===== src/rtl/dlf_pkg.sv =====
package dlf_pkg;
  localparam logic [7:0] HDR_B0   = 8'h6D;
  localparam logic [7:0] HDR_B1   = 8'h10;
  localparam logic [7:0] HDR_B2   = 8'hF0;
  localparam logic [7:0] HDR_B3   = 8'h36;
  localparam logic [7:0] SUB_RUN  = 8'h80;
  localparam logic [7:0] SUB_LOAD = 8'h00;

  // One byte through a non-reflected CRC-8, MSB first.
  function automatic logic [7:0] crc8_next(input logic [7:0] cur,
                                           input logic [7:0] din,
                                           input logic [7:0] poly);
    logic [7:0] r;
    r = cur ^ din;
    for (int k = 0; k < 8; k++)
      r = r[7] ? ((r << 1) ^ poly) : (r << 1);
    return r;
  endfunction
endpackage


===== src/rtl/dlf_crc8.sv =====
module dlf_crc8 #(
  parameter logic [7:0] POLY = 8'h1D,
  parameter logic [7:0] INIT = 8'hFF
) (
  input  logic       clk,
  input  logic       rst,
  input  logic       clr,
  input  logic       en,
  input  logic [7:0] din,
  output logic [7:0] crc
);
  import dlf_pkg::*;

  always_ff @(posedge clk) begin
    if (rst || clr) crc <= INIT;
    else if (en)    crc <= crc8_next(crc, din, POLY);
  end

  // every frame starts its CRC from the seed value
  a_r6_crc_seed: assert property (@(posedge clk) disable iff (rst)
    clr |=> (crc == INIT));
endmodule


===== src/rtl/dlf_sum16.sv =====
module dlf_sum16 #(
  parameter int SUM_W = 16
) (
  input  logic             clk,
  input  logic             rst,
  input  logic             clr,
  input  logic             en,
  input  logic [7:0]       din,
  output logic [SUM_W-1:0] acc
);
  always_ff @(posedge clk) begin
    if (rst || clr) acc <= '0;
    else if (en)    acc <= acc + SUM_W'(din);
  end

  // only bytes inside the summed region move the accumulator
  a_r5_sum_hold: assert property (@(posedge clk) disable iff (rst)
    (!en && !clr) |=> $stable(acc));
  a_r5_sum_clear: assert property (@(posedge clk) disable iff (rst)
    clr |=> (acc == '0));
endmodule


===== src/rtl/dl_frame_check.sv =====
module dl_frame_check #(
  parameter int LEN_W  = 16,
  parameter int ADDR_W = 24,
  parameter int SUM_W  = 16
) (
  input  logic              clk,
  input  logic              rst,
  input  logic [7:0]        in_byte,
  input  logic              in_valid,
  input  logic              in_last,
  output logic              wr_en,
  output logic [ADDR_W-1:0] wr_addr,
  output logic [7:0]        wr_data,
  output logic              exec_req,
  output logic [ADDR_W-1:0] exec_addr,
  output logic              frame_ok,
  output logic              frame_bad,
  output logic              err_hdr,
  output logic              err_len,
  output logic              err_sum,
  output logic              err_crc
);
  import dlf_pkg::*;

  localparam int POS_W = LEN_W + 2;
  localparam logic [POS_W-1:0] P_B0    = POS_W'(0);
  localparam logic [POS_W-1:0] P_B1    = POS_W'(1);
  localparam logic [POS_W-1:0] P_B2    = POS_W'(2);
  localparam logic [POS_W-1:0] P_B3    = POS_W'(3);
  localparam logic [POS_W-1:0] P_SUB   = POS_W'(4);
  localparam logic [POS_W-1:0] P_LENH  = POS_W'(5);
  localparam logic [POS_W-1:0] P_LENL  = POS_W'(6);
  localparam logic [POS_W-1:0] P_ADR0  = POS_W'(7);
  localparam logic [POS_W-1:0] P_ADR2  = POS_W'(9);
  localparam logic [POS_W-1:0] P_DATA  = POS_W'(10);
  localparam logic [POS_W-1:0] POS_MAX = {POS_W{1'b1}};

  logic [POS_W-1:0]  pos;
  logic [LEN_W-1:0]  len_r;
  logic [7:0]        sub_r;
  logic              hdr_bad;
  logic [ADDR_W-1:0] wr_ptr, load_addr;
  logic [SUM_W-1:0]  rx_sum, acc;
  logic [7:0]        crc;

  logic [POS_W-1:0] data_end;
  logic in_data, in_sumreg, hdr_miss, hdr_bad_now;
  logic end_byte, len_ok, sum_ok, crc_ok, all_ok;

  always_comb begin
    data_end  = P_DATA + POS_W'(len_r);
    in_data   = (pos >= P_DATA) && (pos < data_end);
    in_sumreg = ((pos >= P_SUB) && (pos < P_DATA)) || in_data;
    if      (pos == P_B0)  hdr_miss = (in_byte != HDR_B0);
    else if (pos == P_B1)  hdr_miss = (in_byte != HDR_B1);
    else if (pos == P_B2)  hdr_miss = (in_byte != HDR_B2);
    else if (pos == P_B3)  hdr_miss = (in_byte != HDR_B3);
    else if (pos == P_SUB) hdr_miss = !((in_byte == SUB_RUN) || (in_byte == SUB_LOAD));
    else                   hdr_miss = 1'b0;
    hdr_bad_now = hdr_bad || hdr_miss;
    end_byte    = in_valid && in_last;
    len_ok      = (pos == data_end + POS_W'(2));
    sum_ok      = (acc == rx_sum);
    crc_ok      = (in_byte == (crc ^ 8'hFF));
    all_ok      = !hdr_bad_now && len_ok && sum_ok && crc_ok;
  end

  dlf_crc8 #(.POLY(8'h1D), .INIT(8'hFF)) u_crc (
    .clk(clk), .rst(rst), .clr(end_byte), .en(in_valid && !in_last),
    .din(in_byte), .crc(crc)
  );

  dlf_sum16 #(.SUM_W(SUM_W)) u_sum (
    .clk(clk), .rst(rst), .clr(end_byte), .en(in_valid && !in_last && in_sumreg),
    .din(in_byte), .acc(acc)
  );

  always_ff @(posedge clk) begin
    if (rst) begin
      pos <= '0; len_r <= '0; sub_r <= '0; hdr_bad <= 1'b0;
      wr_ptr <= '0; load_addr <= '0; rx_sum <= '0;
      wr_en <= 1'b0; wr_addr <= '0; wr_data <= '0;
      exec_req <= 1'b0; exec_addr <= '0;
      frame_ok <= 1'b0; frame_bad <= 1'b0;
      err_hdr <= 1'b0; err_len <= 1'b0; err_sum <= 1'b0; err_crc <= 1'b0;
    end else begin
      wr_en <= 1'b0; exec_req <= 1'b0;
      frame_ok <= 1'b0; frame_bad <= 1'b0;
      err_hdr <= 1'b0; err_len <= 1'b0; err_sum <= 1'b0; err_crc <= 1'b0;
      if (in_valid) begin
        if (in_data && !hdr_bad_now) begin
          wr_en   <= 1'b1;
          wr_addr <= wr_ptr;
          wr_data <= in_byte;
          wr_ptr  <= wr_ptr + 1'b1;
        end
        if (in_last) begin
          frame_ok  <= all_ok;
          frame_bad <= !all_ok;
          err_hdr   <= hdr_bad_now;
          err_len   <= !len_ok;
          err_sum   <= len_ok && !sum_ok;
          err_crc   <= !crc_ok;
          exec_req  <= all_ok && (sub_r == SUB_RUN);
          exec_addr <= load_addr;
          pos <= '0; len_r <= '0; sub_r <= '0; hdr_bad <= 1'b0; rx_sum <= '0;
        end else begin
          hdr_bad <= hdr_bad_now;
          if (pos != POS_MAX) pos <= pos + 1'b1;
          if (pos == P_SUB)  sub_r <= in_byte;
          if (pos == P_LENH) len_r <= {in_byte, len_r[7:0]};
          if (pos == P_LENL) len_r <= {len_r[LEN_W-1:8], in_byte};
          if ((pos >= P_ADR0) && (pos <= P_ADR2)) begin
            wr_ptr    <= {wr_ptr[ADDR_W-9:0], in_byte};
            load_addr <= {load_addr[ADDR_W-9:0], in_byte};
          end
          if (pos == data_end)               rx_sum <= {in_byte, rx_sum[7:0]};
          if (pos == data_end + POS_W'(1))   rx_sum <= {rx_sum[SUM_W-1:8], in_byte};
        end
      end
    end
  end

  // result pulses are exclusive and follow an end marker
  a_r7_one_result: assert property (@(posedge clk) disable iff (rst)
    !(frame_ok && frame_bad));
  a_r7_after_last: assert property (@(posedge clk) disable iff (rst)
    (frame_ok || frame_bad) |-> $past(in_valid && in_last));
  a_r7_bad_has_reason: assert property (@(posedge clk) disable iff (rst)
    frame_bad |-> (err_hdr || err_len || err_sum || err_crc));
  // execution only for a clean frame
  a_r8_exec_needs_ok: assert property (@(posedge clk) disable iff (rst)
    exec_req |-> frame_ok);
  // writes follow accepted bytes and step by one address
  a_r3_write_follows_byte: assert property (@(posedge clk) disable iff (rst)
    wr_en |-> $past(in_valid));
  a_r3_write_stride: assert property (@(posedge clk) disable iff (rst)
    (wr_en && $past(wr_en)) |-> (wr_addr == $past(wr_addr) + 1'b1));
  // idle cycles never produce output activity
  a_r9_idle_quiet: assert property (@(posedge clk) disable iff (rst)
    !$past(in_valid) |-> !(wr_en || frame_ok || frame_bad));
endmodule


===== config.mk =====
export PLATFORM = sky130hd
export DESIGN_NAME = dl_frame_check
export DESIGN_NICKNAME = d
export VERILOG_FILES = /design/src/rtl/dlf_pkg.sv /design/src/rtl/dlf_crc8.sv /design/src/rtl/dlf_sum16.sv /design/src/rtl/dl_frame_check.sv
export SDC_FILE = /design/constraint.sdc
export NUM_CORES = 1
export LEC_CHECK = 0
export BUFFER_PORTS_ARGS = -buffer_cell sky130_fd_sc_hd__buf_2
export CAP_MARGIN = 25
export CORE_ASPECT_RATIO = 1.75
export CORE_MARGIN = 10
export CORE_UTILIZATION = 63
export CTS_BUF_LIST = sky130_fd_sc_hd__clkbuf_2 sky130_fd_sc_hd__clkbuf_4 sky130_fd_sc_hd__clkbuf_8
export DETAILED_ROUTE_END_ITERATION = 10
export GPL_ROUTABILITY_DRIVEN = 0
export PLACE_DENSITY_LB_ADDON = 0.3
export SYNTH_ARGS = -nofsm -noshare
export SYNTH_HDL_FRONTEND = slang
export SYNTH_HIERARCHICAL = 1
export SYNTH_SLANG_ARGS = --single-unit

===== constraint.sdc =====
create_clock -name clk -period 6.1 [get_ports clk]
set_input_delay 1.525 -clock clk [delete_from_list [all_inputs] [get_ports clk]]
set_output_delay 1.525 -clock clk [all_outputs]
set_load 0.03 [all_outputs]

== Word level (Yosys, flattened, before mapping) ==
Cells that the tools add are included.
Storage, ports and cells
  flip-flop bits (word level): 195
  input port bits: 12
  output and inout port bits: 64
  logic and storage cells: 136
Operators by class
  $add $sub $neg: 6
  $lt $le $gt $ge: 6
  equal/unequal tests: 20
  muxes and demuxes: 28
  bitwise logic cells: 12
  reductions and logical operators: 42
Operators by type and width (count)
  16-bit two-way mux: 6
  24-bit two-way mux: 3
  18-bit by 3-bit == test with 1-bit output, second input constant: 3
  5-bit two-way mux: 8
  18-bit == test: 2
  18-bit by 2-bit == test with 1-bit output, second input constant: 2
  18-bit by 3-bit greater-or-equal comparator with 1-bit output, second input constant: 2
  18-bit two-way mux: 2
  4-bit inverter: 8
  24-bit by 1-bit adder with 24-bit output, second input constant: 1
  17-bit by 1-bit adder with 18-bit output, second input constant: 1
  17-bit by 2-bit adder with 18-bit output, second input constant: 1
  18-bit by 1-bit adder with 18-bit output, second input constant: 1
  18-bit by 1-bit == test with 1-bit output, second input constant: 1
  18-bit by 17-bit == test with 1-bit output: 1
  18-bit by 4-bit greater-or-equal comparator with 1-bit output, second input constant: 1
  18-bit by 4-bit <= comparator with 1-bit output, second input constant: 1
  18-bit logical NOT: 1
  18-bit by 17-bit less-than comparator with 1-bit output: 1
  18-bit by 4-bit less-than comparator with 1-bit output, second input constant: 1
  18-bit != test, second input constant: 1
  4-bit by 16-bit adder with 17-bit output, first input constant: 1
  16-bit by 8-bit adder with 16-bit output: 1
  16-bit == test: 1
  other kinds (21): 63

== Depth between registers and ports, before layout ==
  word-level depth: 17
  mapped depth: 19
  gate-level depth less buffers: 17

== Modules after synthesis ==
The synthesis kept the hierarchy.
By module, submodules not included
  dl_frame_check: instances 1, cells an instance 1165, area each 9507.9 sq um, sequential area each 3423.3 sq um
  dlf_sum16: instances 1, cells an instance 141, area each 1221.2 sq um, sequential area each 320.3 sq um
  dlf_crc8: instances 1, cells an instance 54, area each 586.8 sq um, sequential area each 160.2 sq um

== Worst setup path before layout ==
Ideal clock, no wire load.
  path type: register to register
  from: register len_r[3]
  to: register u_sum.acc[15]
  library setup time: 72 ps
  arrival: 4178 ps
  required time: 6028 ps
  slack: 1850 ps
  stages on the path, launching flop included: 20
  period minus slack after synthesis: 4250 ps
  cell sequence: dfxtp_1 buf_4 inv_1 ha_1 a21oi_1 buf_2 nor3_1 nor2_1 ha_1 a21o_1 a21oi_1 o21ai_0 a221oi_1 o21ai_0 a21oi_1 and4_1 buf_4 nand3_1 a2111oi_2 mux2i_1
Between the ends
  word-level cells in the longest chain between the ends: 5
Ends and longest elaborated chain
  start, declared: line dl_frame_check.sv:39  | logic [LEN_W-1:0] len_r;
  start signal, assigned: line dl_frame_check.sv:111  | if (pos == P_LENH) len_r <= {in_byte, len_r[7:0]};
  start signal, assigned: line dl_frame_check.sv:112  | if (pos == P_LENL) len_r <= {len_r[LEN_W-1:8], in_byte};
  4-bit by 16-bit adder with 17-bit output: line dl_frame_check.sv:51  | data_end = P_DATA + POS_W'(len_r);
  18-bit by 17-bit less-than comparator with 1-bit output: line dl_frame_check.sv:52  | in_data = (pos >= P_DATA) && (pos < data_end);
  1-bit logical AND: line dl_frame_check.sv:52
  1-bit logical OR: line dl_frame_check.sv:53  | in_sumreg = ((pos >= P_SUB) && (pos < P_DATA)) || in_data;
  1-bit logical AND: line dl_frame_check.sv:74  | .clk(clk), .rst(rst), .clr(end_byte), .en(in_valid && !in_last && in_sumreg),
  end signal, assigned: line dlf_sum16.sv:13  | else if (en) acc <= acc + SUM_W'(din);
  end, declared: line dlf_sum16.sv:9  | output logic [SUM_W-1:0] acc
Every way passes these cells.
A chain may end at the register's enable or synchronous reset.

== Worst setup path in the final report ==
  from: register len_r[3]
  to: register u_sum.acc[7]
The elaborated chain is that of the path after synthesis.

==> flow_summary.toml <==
[status]
status = "finished, final reports clean"

[clock_tree]
clk_pin_slew_ns = 0.10
htreeDepth = 4
cts_hold_buf = 0
cts_tree = "built"
cts_root_buf = "clkbuf_8"
cts_buffer_depth = 2
clock_latency_ns = 0.49
cts_buffers = 17
clock-sinks = 195
cts-resized-gates = 0
cts_setup_buffers = 0

[worst_setup_path]
cpMostUsedCell = "a21oi_1"
worst_path_max_delay_cell = "a21oi_1"
cp_cell_sequence = "inv_1 > ha_1 > a21oi_1 > nor3_1 > nor2_1 > ha_1 > a21o_1 > a21oi_1 > o21ai_0 > a221oi_1 > buf_4 > o21ai_0 > a21oi_1 > buf_4 > inv_1 > a2111oi_0 > nor3b_1"
cp.depth = 17
r2r_cells = 17
critPathRequiredTime_ns = 6.48
cpPeakStageDelay_ns = 0.81
cp_top_family = "compound AO/OA/AOI/OAI gates"
criticalPathCategory = "reg -> reg"
cp-start-kind = "flip-flop"
worstPathArrival_ns = 5.49
worstSetupStartpoint = "len_r[3]"
worstSetupEndpointType = "flip-flop"
worstPathMaxFanout = 15
cp_num_buf_inv = 4
rr_startpoint = "len_r[3]"

[global_route]
grt_antenna_before_repair = 0
grt_max_degree = 63
overflow = 0
grt_pass1_vias = 9813
gr-usage-all-layers_pct = 25.22
grt_pass1_wl_mm = 49.30

[synth]
synth_nets = 1408
async_reset_ff_share_pct = 0
synth.ff_latch_count = 195
yosysWarnings = 6
ys_seq_area_share_pct = 34.50
synth_cell_types = 99
avgSynthCellArea_sq_um = 8.320
synth_area_sq_um = 11320
synth_cells = 1360
synth_ff_type = "dfxtp_1"
synth_edf_count = 0

[timing]
finalClockSkew_ns = 0.01582
setup_violations = 0
max_freq_ghz = 0.1956
min_period_ns = 5.112
rsz0062_at_grt = "false"
worst_pin_slew_ns = 1.091
post-route-period-util_pct = 83.80
tns_ns = 0
hold_viol = 0
finalMaxSlewViolations = 0
slew_headroom_pct = 26.64

[detailed_routing]
vias = 10220
drt_iter0_drc = 824
finalWirelength_mm = 30.42
dr.pass1.iters = 5
vias_per_cell = 6.322
drcViolationCount = 0
avgRoutedWirePerCell_microns = 18.83
final_antenna_net_count = 0

[finish]
layout_commonest_cell = "dfxtp_1"
final_cell_mix = "dfxtp_1 (195), nand2_1 (174), nor2_1 (125)"
layout.nets = 1421
fin_cells = 1616
area_growth_pct = 6.955
diodes = 0
layout-drive-gt1-share_pct = 11.48

[die]
start_util_pct = 64.53
ios = 76
die-area_sq_um = 23930
fp.dieW_microns = 121.3
row_count = 64
core_area_sq_um = 17540
die_h_microns = 197.3

[pwr]
p_clk_share_pct = 34.8
leakagePower_nw = 4.757
irDropWorstVdd_mv = 0.2029
p_switching_mw = 0.6742
pwr_density_cell_nw_per_um2 = 200.2
intPower_mw = 1.749
combPwrFrac_pct = 11.5
switching_share_pct = 27.83
pwr-share-seq_pct = 53.8

[min_path]
hp-class = "reg -> reg"
hp-start = "load_addr[16]"
holdPathStages = 2

[job]
maxCapViolCount = 0

[placed_design]
portBuffers = 75
dpl.hpwl_mm = 22.07
dp_cells = 1584
==> flip-flops by register name (all words and copies together) (netlist names), 16 cells and up <==
name and cells:
u_sum/acc 16, rx_sum 16, exec_addr 24, wr_ptr 24, load_addr 24, wr_addr 24, len_r 16, pos 18
==> per-stage QoR <==
stage | hold slack [ns] | utilization (%) | setup slack [ns] | area, sq um | power (mW)
final | 0.4527 | 69.01 | 0.9884 | 12100 | 2.423
after global routing | 0.4701 | 69.01 | 0.4921 | 12100 | 2.510
after CTS | 0.4513 | 68.93 | 1.065 | 12090 | 2.436
after detailed placement | 0.4438 | 66.67 | 1.102 | 11690 | 1.606
after global placement | 0.4387 | 66.62 | 1.260 | 11680 | 1.598
after floorplan | 0.4322 | - | 1.850 | 11320 | 1.544
==> tightest hold or removal path, stage by stage, from the launching register on <==
cell and delay (ns):
dfxtp_1 0.32, nand2_1 0.05, a21oi_1 0.05
==> cells by family (layout without fill, tap and decap cells) <==
kind of cell	count (synthesis)	after routing	share of synthesized area [%]
flip-flops	195	195	34.50
AO/OA/AOI/OAI	288	288	17.33
XOR/XNOR	111	111	9.852
adder cells (fa/ha/maj)	36	36	4.047
multiplexers	58	58	5.142
AND/OR/NAND/NOR	558	558	25.04
buffers and inverters	114	139	4.091
==> Yosys cell counts, types with 16 or more instances <==
master    instances  area (sq um)
dfxtp_1         195          3904
nand2_1         175         656.9
nor2_1          126         473.0
a21oi_1         105         525.5
clkbuf_1         69         259.0
xnor2_1          62         543.0
mux2i_1          57         570.6
nand3_1          44         220.2
xor2_1           37         324.1
ha_1             35         437.9
nor3_1           30         150.1
o21ai_0          30         150.1
nand4_1          27         168.9
nor4_1           25         156.4
a21o_1           16         120.1
inv_1            16         60.06
or3_1            16         100.1
==> layer usage <==
layer,global-route usage [%],share of wire (%),vias to the layer above
li1,-,-,4906
met1,26.98,37,4870
met2,44.50,52,331
met3,4.150,4.8,110
met4,16.14,5.9,0
met5,0,0,-
==> cell type report <==
class | instances | area (sq um)
Inverter | 21 | 78.83
Timing Repair Buffer | 87 | 475.5
Sequential cell | 195 | 3904
Clock buffer | 18 | 247.7
Fill cell | 1400 | 5434
Clock inverter | 13 | 148.9
Multi-Input combinational cell | 1051 | 6959
Tap cell | 231 | 289.0
==> final timing paths <==
path / to / slack [ns]
worst max-delay path: u_sum/acc[7] / 0.99
worst min-delay path: exec_addr[16] / 0.45
worst max register to register: u_sum/acc[7] / 0.99
worst min register to register: exec_addr[16] / 0.45
==> power by group through the flow <==
stage                     clock, mW  sequential [mW]  combinational, mW
after floorplan                   0             1.33              0.216
after global placement            0             1.33              0.267
after detailed placement          0             1.33              0.275
after CTS                     0.858             1.30              0.276
after global routing          0.906             1.30              0.299
final                         0.842             1.30              0.278
No activity file was read; power rests on OpenSTA's default activity.
